File: src/rtl/uart_irq_pkg.sv
package uart_irq_pkg;

    localparam int QDEPTH_DEF  = 32;
    localparam int TIMEOUT_DEF = 32;

    // Raw/masked status layout: bit 0 rx level, bit 1 rx timeout, bit 2 tx.
    typedef struct packed {
        logic tx_req;
        logic rx_stale;
        logic rx_level;
    } irq_vec_t;

    typedef enum logic {
        DIR_RX = 1'b0,
        DIR_TX = 1'b1
    } qdir_e;

    function automatic int half_of(input int depth);
        return depth / 2;
    endfunction

endpackage

File: src/rtl/occ_counter.sv
module occ_counter #(
    parameter int DEPTH = 32,
    localparam int CW = $clog2(DEPTH + 1)
) (
    input  logic          clk,
    input  logic          rst,
    input  logic          inc,
    input  logic          dec,
    output logic [CW-1:0] level,
    output logic          full,
    output logic          empty,
    output logic          inc_ok,
    output logic          dec_ok
);
    localparam logic [CW-1:0] TOP = CW'(DEPTH);

    logic [CW-1:0] level_q;

    assign full   = (level_q == TOP);
    assign empty  = (level_q == '0);
    assign inc_ok = inc && !full;
    assign dec_ok = dec && !empty;
    assign level  = level_q;

    always_ff @(posedge clk) begin
        if (rst) begin
            level_q <= '0;
        end else if (inc_ok && !dec_ok) begin
            level_q <= level_q + 1'b1;
        end else if (dec_ok && !inc_ok) begin
            level_q <= level_q - 1'b1;
        end
    end
endmodule

File: src/rtl/rx_stale_timer.sv
module rx_stale_timer #(
    parameter int LIMIT = 32,
    localparam int TW = $clog2(LIMIT + 1)
) (
    input  logic clk,
    input  logic rst,
    input  logic restart,
    input  logic holding,
    input  logic tick,
    output logic expired
);
    localparam logic [TW-1:0] LIM = TW'(LIMIT);

    logic [TW-1:0] ticks_q;

    always_ff @(posedge clk) begin
        if (rst || restart || !holding) begin
            ticks_q <= '0;
        end else if (tick && ticks_q != LIM) begin
            ticks_q <= ticks_q + 1'b1;
        end
    end

    assign expired = holding && (ticks_q == LIM);
endmodule

File: src/rtl/irq_compose.sv
module irq_compose
    import uart_irq_pkg::*;
#(
    parameter int DEPTH = 32,
    localparam int CW = $clog2(DEPTH + 1)
) (
    input  logic [CW-1:0] rx_level,
    input  logic [CW-1:0] tx_level,
    input  logic          stale,
    input  irq_vec_t      mask,
    output irq_vec_t      raw,
    output irq_vec_t      gated,
    output logic          line
);
    localparam logic [CW-1:0] TRIG = CW'(half_of(DEPTH));

    always_comb begin
        raw.rx_level = (rx_level >= TRIG);
        raw.rx_stale = stale;
        raw.tx_req   = (tx_level <= TRIG);
        gated        = raw & mask;
        line         = |gated;
    end
endmodule

File: src/rtl/uart_irq_status.sv
module uart_irq_status
    import uart_irq_pkg::*;
#(
    parameter int QDEPTH  = QDEPTH_DEF,
    parameter int TIMEOUT = TIMEOUT_DEF,
    localparam int CW = $clog2(QDEPTH + 1)
) (
    input  logic       clk,
    input  logic       rst,
    input  logic       rx_push,
    input  logic       rx_read,
    input  logic       tx_write,
    input  logic       tx_drain,
    input  logic       bit_tick,
    input  logic       mask_we,
    input  logic [2:0] mask_wdata,
    output logic       rx_empty,
    output logic       rx_full,
    output logic       tx_empty,
    output logic       tx_full,
    output logic       busy,
    output logic [2:0] raw_irq,
    output logic [2:0] masked_irq,
    output logic       irq
);
    logic [1:0]    up_v, down_v, full_v, empty_v, up_ok, down_ok;
    logic [CW-1:0] level_v [2];
    irq_vec_t      mask_q, raw_s, gated_s;
    logic          stale;

    assign up_v[DIR_RX]   = rx_push;
    assign down_v[DIR_RX] = rx_read;
    assign up_v[DIR_TX]   = tx_write;
    assign down_v[DIR_TX] = tx_drain;

    for (genvar d = 0; d < 2; d++) begin : g_queue
        occ_counter #(.DEPTH(QDEPTH)) u_occ (
            .clk    (clk),
            .rst    (rst),
            .inc    (up_v[d]),
            .dec    (down_v[d]),
            .level  (level_v[d]),
            .full   (full_v[d]),
            .empty  (empty_v[d]),
            .inc_ok (up_ok[d]),
            .dec_ok (down_ok[d])
        );
    end

    rx_stale_timer #(.LIMIT(TIMEOUT)) u_stale (
        .clk     (clk),
        .rst     (rst),
        .restart (up_ok[DIR_RX] || down_ok[DIR_RX]),
        .holding (!empty_v[DIR_RX]),
        .tick    (bit_tick),
        .expired (stale)
    );

    always_ff @(posedge clk) begin
        if (rst) begin
            mask_q <= '0;
        end else if (mask_we) begin
            mask_q <= irq_vec_t'(mask_wdata);
        end
    end

    irq_compose #(.DEPTH(QDEPTH)) u_irq (
        .rx_level (level_v[DIR_RX]),
        .tx_level (level_v[DIR_TX]),
        .stale    (stale),
        .mask     (mask_q),
        .raw      (raw_s),
        .gated    (gated_s),
        .line     (irq)
    );

    assign rx_empty   = empty_v[DIR_RX];
    assign rx_full    = full_v[DIR_RX];
    assign tx_empty   = empty_v[DIR_TX];
    assign tx_full    = full_v[DIR_TX];
    assign busy       = !empty_v[DIR_TX];
    assign raw_irq    = raw_s;
    assign masked_irq = gated_s;
endmodule

File: config.mk
export PLATFORM = sky130hd
export DESIGN_NAME = uart_irq_status
export DESIGN_NICKNAME = d
export VERILOG_FILES = /design/src/rtl/uart_irq_pkg.sv /design/src/rtl/occ_counter.sv /design/src/rtl/rx_stale_timer.sv /design/src/rtl/irq_compose.sv /design/src/rtl/uart_irq_status.sv
export SDC_FILE = /design/constraint.sdc
export NUM_CORES = 1
export LEC_CHECK = 0
export BUFFER_PORTS_ARGS = -buffer_cell sky130_fd_sc_hd__buf_2
export CAP_MARGIN = 20
export CORE_UTILIZATION = 35
export CTS_CLUSTER_SIZE = 12
export DETAILED_ROUTE_END_ITERATION = 10
export GPL_ROUTABILITY_DRIVEN = 0
export PLACE_DENSITY = 0.55
export SLEW_MARGIN = 25
export SYNTH_ARGS = -nofsm -noshare
export SYNTH_HDL_FRONTEND = slang
export SYNTH_SLANG_ARGS = --single-unit
File: constraint.sdc
create_clock -name clk -period 2.8 [get_ports clk]
set_input_delay 0.28 -clock clk [delete_from_list [all_inputs] [get_ports clk]]
set_output_delay 0.28 -clock clk [all_outputs]
set_load 0.1 [all_outputs]
==> impl_metrics.yaml, run 1 <==
outcome:
  status: "finished clean"
floorplanning:
  die_y_um: 63.94
  rows: 22
  io_pins: 23
  die_x_um: 63.94
  initial_core_util_pct: 36.67
  die_area_sq_mm: 0.004088
  core_area_sq_mm: 0.003661
worst_hold_path:
  min_path_type: "in2reg"
global_route:
  grt_pass1_wl_mm: 4.678
  grt_overflow: 0
  antenna_found_initial: 0
  grt_pass1_vias: 1104
  grt_max_degree: 17
  track_usage_pct: 14.61
worst_setup_path:
  worstReg2RegStart: "g_queue[1].u_occ.level[1]"
  critical_path_buf_inv_count: 1
  end_kind: "register"
  reg2reg_depth: 11
  critical-path-max-stage-delay_ps: 510
  crit_path_start: "g_queue[1].u_occ.level[1]"
  worstPathArrival_ps: 2860
  worst-endpoint-required_ps: 2980
  worst_path_most_repeated_cell: "ha_4"
  worstPathCellList: "or4_4 > or3_4 > nand2_1 > ha_4 > inv_4 > ha_4 > a21o_2 > a21oi_4 > o22a_1 > a21oi_1 > nor3b_1"
  r2r_end: "g_queue[1].u_occ.level[5]"
  startpoint_type: "register"
  critical_path.max_fanout: 5
  crit_cells: 11
  cp-endpoint: "g_queue[1].u_occ.level[5]"
  critPathTopFamily: "simple AND/OR/NAND/NOR gates"
  crit_type: "reg2reg"
  slowest_stage: "or4_4"
  rrSetupSlack_ps: 120
clock_network:
  clockBufferDepth: 2
  htree_levels: 1
  clockRootBuffer: "clkbuf_8"
  cts_buffers: 3
  cts_tree: "done"
  post_cts.repair.setup_buffers: 0
  cts.sinks: 21
  cts.clk_slew.worst_paths_ps: 80
  cts_resized: 0
  clock_latency_ps: 260
  cts-hold-fix-buffers: 0
sta:
  period_needed_ps: 2680
  drv_slew: 0
  period_share_pct: 95.73
  setup_viol: 0
  worst_slew_pin_slew_ps: 488.0
  fin_worst_skew_ps: 9.778
  fmax_ghz: 0.3731
  hold_viol_final: 0
  slew_headroom_pct: 67.69
  fin_ws_ps: 119.6
  grt_setup_unrepaired: "true"
  fin_setup_tns_ps: 0
placement:
  portBuffers: 22
  hpwl_mm: 2.155
  place_ws_ps: 63.48
logic_synthesis:
  yosysMostFrequentCell: "nor2_1"
  syn_area_per_cell_sq_um: 8.775
  synthesis.area_sq_mm: 0.001343
  netlist_instances: 153
  synth_largest_area_cell: "dfxtp_1"
  async_flop_share_pct: 0
  yosysSeqAreaShare_pct: 31.31
  synthTopCellsByArea: "dfxtp_1 (31%), ha_1 (12%), mux2i_1 (6.7%)"
  synth_top_area_share_pct: 31.31
  yosys-top-cells-count: "nor2_1 (23), dfxtp_1 (21), ha_1 (13), inv_1 (10)"
  ys_ff_latch: 21
  synth_nets: 179
  synth_edf_count: 0
  synth_top_flop_cell: "dfxtp_1"
  ys_types: 37
  yosys_warnings: 0
drt:
  first_iter_violations: 35
  via_count: 1102
  drc: 0
  wire_per_inst_um: 11.89
  finalWirelength_mm: 2.712
  ant_nets: 0
  via_per_inst: 4.833
  dr.pass1.iters: 4
flow_run:
  drv_cap: 0
final_layout:
  fill_cells: 354
  antenna_cells: 0
  finalNetCount: 207
  area_growth_pct: 25.07
  drive_above_1_share_pct: 28.89
registers in the layout, summed over array words and instances, names as in the netlist:
| name | count |
|---|---|
| g_queue.u_occ.level | 12 |
| u_stale.ticks_q | 6 |
| mask_q | 3 |
tightest hold or removal path: cells and delay by family:
family	cells	cell delay (ps)
buffers and inverters	1	70
AND/OR/NAND/NOR	1	70
multiplexers	1	60
per-stage QoR:
step | hold slack [ps] | area, sq um | utilization (%) | std cells
after global routing | 284.0 | 1679 | 45.86 | 228
after CTS | 247.6 | 1644 | 44.91 | 228
after floorplan | 352.4 | 1411 | - | 153
final | 249.6 | 1679 | 45.86 | 228
after global placement | 473.2 | 1598 | 43.64 | 224
after detailed placement | 476.3 | 1598 | 43.64 | 224
metal layers:
layer	up-vias	wire length [um]	share of wire [%]	track usage (%)
li1	578	-	-	-
met1	508	1313	48	18.53
met2	14	1266	47	24.07
met3	2	107	3.9	3.393
met4	0	24	0.88	5.114
met5	-	0	0	0
cell usage in the layout (no fill, tap or decap), drive strengths merged, types with 3 or more instances in the layout:
cell,n
dfxtp,21
nand3,5
nor3,4
nor2,23
o21ai,3
inv,10
a21o,5
xnor2,9
mux2i,9
ha,13
or3,3
a21oi,10
buf,27
xor2,5
clkbuf,3
nand2,7
a211oi,3
area by class of cell:
cell class / instances / area (sq um) / area share (%)
Clock buffer: 3 / 41.29 / 2.459
Clock inverter: 1 / 5.005 / 0.2981
Inverter: 11 / 45.04 / 2.683
Multi-Input combinational cell: 117 / 955.9 / 56.93
Sequential cell: 21 / 424.2 / 25.26
Tap cell: 48 / 60.06 / 3.577
Timing Repair Buffer: 27 / 147.6 / 8.793
cells by family after synthesis:
logic type | count (synthesis) | share of synthesized area, %
and+or+nand+nor | 56 | 22.18
AOI/OAI and AO/OA | 23 | 10.90
DFF | 21 | 31.31
buffers and inverters | 15 | 4.660
adders and majority gates | 15 | 15.10
xor gates and xnor gates | 14 | 9.133
muxes | 9 | 6.710
worst min path at each step:
stage,endpoint,start,slack [ps],depth (start not counted)
3_5_place_dp,mask_q[0],mask_q[0],480,2
2_1_floorplan,g_queue[0].u_occ.level[0],rst,350,1
6_report,mask_q[2],mask_wdata[2],250,3
4_1_cts,mask_q[2],mask_wdata[2],250,3
3_3_place_gp,mask_q[0],mask_q[0],470,2
5_1_grt,mask_q[2],mask_wdata[2],280,3
Power of run 1 is not shown: default switching activity piles up to over one toggle a cycle in this logic, so the estimate is an artifact.
==> run 2, diff against run 1 <==
- CORE_UTILIZATION: 35 -> 50
- PLACE_DENSITY: 0.55 -> 0.74
==> run 2 against run 1 <==
Against the previous run:
- first-iteration DRC count fell by 49%
- worst hold slack lost 37 ps
- register-to-register slack lost 20 ps
- non-clock buffer count down 2
- flip-flop and latch count stayed put
- critical path depth up 1
- utilization increased by 19 points
- cell area decreased by 3.2%
- setup slack got worse by 18 ps
- clock skew fell by 4.2 ps
- via count increased by 2.7%
- count of clock-buffer cells in the layout is the same
- critical path type unchanged
- highest routed layer unchanged
==> impl_metrics.yaml, run 2 (synthesis gave the netlist of run 1 again) <==
outcome:
  status: "finished clean"
flow_run:
  drv_cap: 0
sta:
  slew_headroom_pct: 67.62
  hold_viol_final: 0
  worst_slew_pin_slew_ps: 489.0
  fmax_ghz: 0.3706
  fin_worst_skew_ps: 5.550
  drv_slew: 0
  hold_ws_ps: 212.7
  setup_viol: 0
  period_needed_ps: 2698
  period_share_pct: 96.36
worst_setup_path:
  worst_path_most_repeated_cell: "ha_4"
  worstPathCellList: "or4_4 > buf_4 > nor3_4 > nor2b_1 > ha_4 > inv_4 > ha_4 > a21o_2 > a21oi_4 > o22a_1 > nand3_1 > nor3b_1"
  worst-endpoint-required_ps: 2990
  end_kind: "register"
  startpoint_type: "register"
  critical_path.max_fanout: 5
  slowest_stage: "or4_4"
  crit_type: "reg2reg"
  critical-path-max-stage-delay_ps: 510
  rrSetupSlack_ps: 100
  worstPathArrival_ps: 2890
global_route:
  grt_pass1_vias: 968
  track_usage_pct: 19.60
  antenna_found_initial: 0
  grt_max_degree: 17
  grt_pass1_wl_mm: 4.043
  grt_overflow: 0
final_layout:
  layout_common_cells: "nor2_1 (23), buf_2 (22), dfxtp_1 (20)"
  drive_above_1_share_pct: 27.53
  area_growth_pct: 21.06
  mostFrequentLayoutCell: "nor2_1"
  antenna_cells: 0
  largest_reg_flops: 12
  finalNetCount: 205
drt:
  ant_nets: 0
  first_iter_violations: 18
  wire_per_inst_um: 13.25
  via_per_inst: 5.442
  drc: 0
  via_count: 1132
  dr.pass1.iters: 6
  finalWirelength_mm: 2.757
clock_network:
  htree_levels: 1
  post_cts.repair.setup_buffers: 0
  cts_buffers: 3
  cts_resized: 0
  cts.sinks: 21
  clockRootBuffer: "clkbuf_4"
  cts_tree: "done"
  clock_latency_ps: 300
  cts.clk_slew.worst_paths_ps: 120
  clockBufferDepth: 2
  cts-hold-fix-buffers: 0
floorplanning:
  rows: 18
  die_x_um: 53.82
  die_area_sq_mm: 0.002896
  core_area_sq_mm: 0.002500
  initial_core_util_pct: 53.70
  io_pins: 23
  die_y_um: 53.82
placement:
  portBuffers: 22
  hpwl_mm: 2.071
worst_hold_path:
  min_path_type: "in2reg"
==> run 2: critical path, delay by kind of cell, from the launching register on <==
family | cells | cell delay, ps
flops | 1 | 380
buf+inv | 2 | 260
fa+ha+maj | 2 | 390
simple gates | 5 | 970
compound gates | 3 | 580
==> run 2: path summary, 6_finish.rpt <==
| kind | endpoint | depth (start not counted) | startpoint |
|---|---|---|---|
| setup reg to reg | g_queue[1].u_occ.level[5] | 12 | g_queue[1].u_occ.level[1] |
| hold reg to reg | u_stale.ticks_q[1] | 2 | u_stale.ticks_q[1] |
| setup / recovery | g_queue[1].u_occ.level[5] | 12 | g_queue[1].u_occ.level[1] |
| hold / removal | mask_q[1] | 3 | mask_wdata[1] |
==> run 2: metal layers <==
metal,track usage [%],part of all wire [%],up-vias
met1,25.90,47,524
met5,0,0,-
met2,31.28,47,22
li1,-,-,580
met4,7.895,2.3,0
met3,3.390,3.6,6
==> run 2: final cells by class <==
class	count	area, sq um
inverter	11	45.04
sequential	21	424.2
multi-input combinational	117	958.4
tap	30	37.54
fill	217	874.6
timing repair buffer	25	132.6
clock inverter	1	5.005
clock buffer	3	22.52
==> run 2: stage by stage <==
step | cells | instance area [sq um] | setup TNS, ps | utilization [%] | setup slack (ps)
floorplan | 153 | 1411 | -1170 | - | -389.6
global placement | 204 | 1560 | 0 | 62.41 | 128.6
detailed placement | 204 | 1560 | 0 | 62.41 | 66.07
CTS | 208 | 1588 | 0 | 63.51 | 14.09
global route | 208 | 1625 | -9.680 | 65.02 | -9.680
finish | 208 | 1625 | 0 | 65.02 | 101.8
Power of run 2 is left out for the same reason.
==> run 3, diff against run 2 <==
- GPL_TIMING_DRIVEN: not set -> 0
==> run 3 against run 2 <==
Against the previous run:
- maximum frequency down 0.35%
- register-to-register slack about the same
- clock skew up 1.6 ps
- non-clock buffer count up 3
- utilization up 1.1 points
- global-route usage up 1.2 points
- count of clock-buffer cells in the layout unchanged
- via count down 0.18%
- wire length down 1.6%
- cell area up 1.6%
==> impl_metrics.yaml, run 3 (synthesis gave the netlist of run 1 again) <==
clock_network:
  cts.sinks: 21
  cts_tree: "done"
  cts.clk_slew.worst_paths_ps: 120
  cts_buffers: 3
  htree_levels: 1
  clockRootBuffer: "clkbuf_4"
  clockBufferDepth: 2
  clock_latency_ps: 310
worst_setup_path:
  critical-path-max-stage-delay_ps: 540
  critPathTopFamily: "simple AND/OR/NAND/NOR gates"
  startpoint_type: "register"
  worst-endpoint-required_ps: 3040
  end_kind: "register"
  critical_path_buf_inv_count: 1
  worst_path_most_repeated_cell: "ha_4"
  slowest_stage: "or4_4"
  worstPathCellList: "or4_4 > or3_4 > nand2_1 > ha_4 > inv_4 > ha_4 > a21o_2 > a21oi_4 > o22a_1 > a21oi_1 > nor3b_1"
  critical_path.max_fanout: 5
  crit_type: "reg2reg"
  worstPathArrival_ps: 2940
global_route:
  grt_max_degree: 13
  grt_overflow: 0
  track_usage_pct: 20.85
  antenna_found_initial: 0
  grt_pass1_wl_mm: 4.347
  grt_pass1_vias: 1056
drt:
  drc: 0
  dr.pass1.iters: 4
  wire_per_inst_um: 12.85
  ant_nets: 0
  finalWirelength_mm: 2.712
  via_count: 1130
  first_iter_violations: 7
  via_per_inst: 5.355
sta:
  setup_viol: 0
  hold_viol_final: 0
  fmax_ghz: 0.3693
  grt_setup_unrepaired: "false"
  period_needed_ps: 2708
  drv_slew: 0
  fin_worst_skew_ps: 7.134
  period_share_pct: 96.70
  worst_slew_pin_slew_ps: 485.4
  slew_headroom_pct: 67.86
placement:
  place_area_sq_mm: 0.001559
  portBuffers: 22
  hpwl_mm: 2.159
floorplanning:
  die_area_sq_mm: 0.002896
  core_area_sq_mm: 0.002500
  die_y_um: 53.82
  initial_core_util_pct: 53.70
  io_pins: 23
  die_x_um: 53.82
  rows: 18
final_layout:
  utilization_pct: 66.07
  antenna_cells: 0
  final_area_sq_mm: 0.001652
  drive_above_1_share_pct: 30.39
  layout_common_cells: "nor2_1 (23), buf_2 (23), dfxtp_1 (19)"
  largest_reg_flops: 12
  finalNetCount: 208
  area_growth_pct: 23.02
outcome:
  status: "finished clean"
flow_run:
  drv_cap: 0
worst_hold_path:
  min_path_type: "in2reg"
## run 3: routing by layer
metal	vias up	wire (um)	track usage (%)
met5	-	0	0
met4	0	32	6.579
met3	4	65	3.390
met2	15	1379	40.12
met1	528	1235	22.68
li1	583	-	-
## run 3: final cells by class
cell class	instances	area (sq um)
multi-input combinational	117	969.7
clock buffer	3	22.52
inverter	11	45.04
fill	206	848.3
sequential	21	425.4
clock inverter	1	5.005
timing repair buffer	24	125.1
tap	30	37.54
buffer	4	21.27
## run 3: final timing paths
| path | start | end | slack (ps) | cells after the start |
|---|---|---|---|---|
| hold reg to reg | u_stale.ticks_q[1] | u_stale.ticks_q[1] | 510 | 2 |
| setup / recovery | g_queue[1].u_occ.level[1] | g_queue[1].u_occ.level[5] | 90 | 11 |
| setup reg to reg | g_queue[1].u_occ.level[1] | g_queue[1].u_occ.level[5] | 90 | 11 |
| hold / removal | mask_wdata[1] | mask_q[1] | 200 | 3 |
## run 3: tightest hold or removal path, cell delays in order
cell     delay (ps)
buf_2            80
mux2i_1          50
nor2_1           80
## run 3: timing repair
item | 4_1_cts | 5_1_grt
gates resized for setup | 4 | 8
buffers inserted | 0 | 2
pin swaps | 0 | 2
hold buffers | 0 | 0
setup endpoints to repair | 3 | 4
## run 3: stage by stage
step	instances	setup TNS, ps	hold slack, ps	setup WS (ps)
after floorplan	153	-1170	352.4	-389.6
after detailed placement	205	-71.07	490.2	-37.57
final	211	0	204.0	92.39
after global routing	211	0	206.8	2.573
after CTS	209	-4.590	206.4	-4.590
after global placement	205	0	467.8	32.56
Power of run 3 is left out for the same reason.
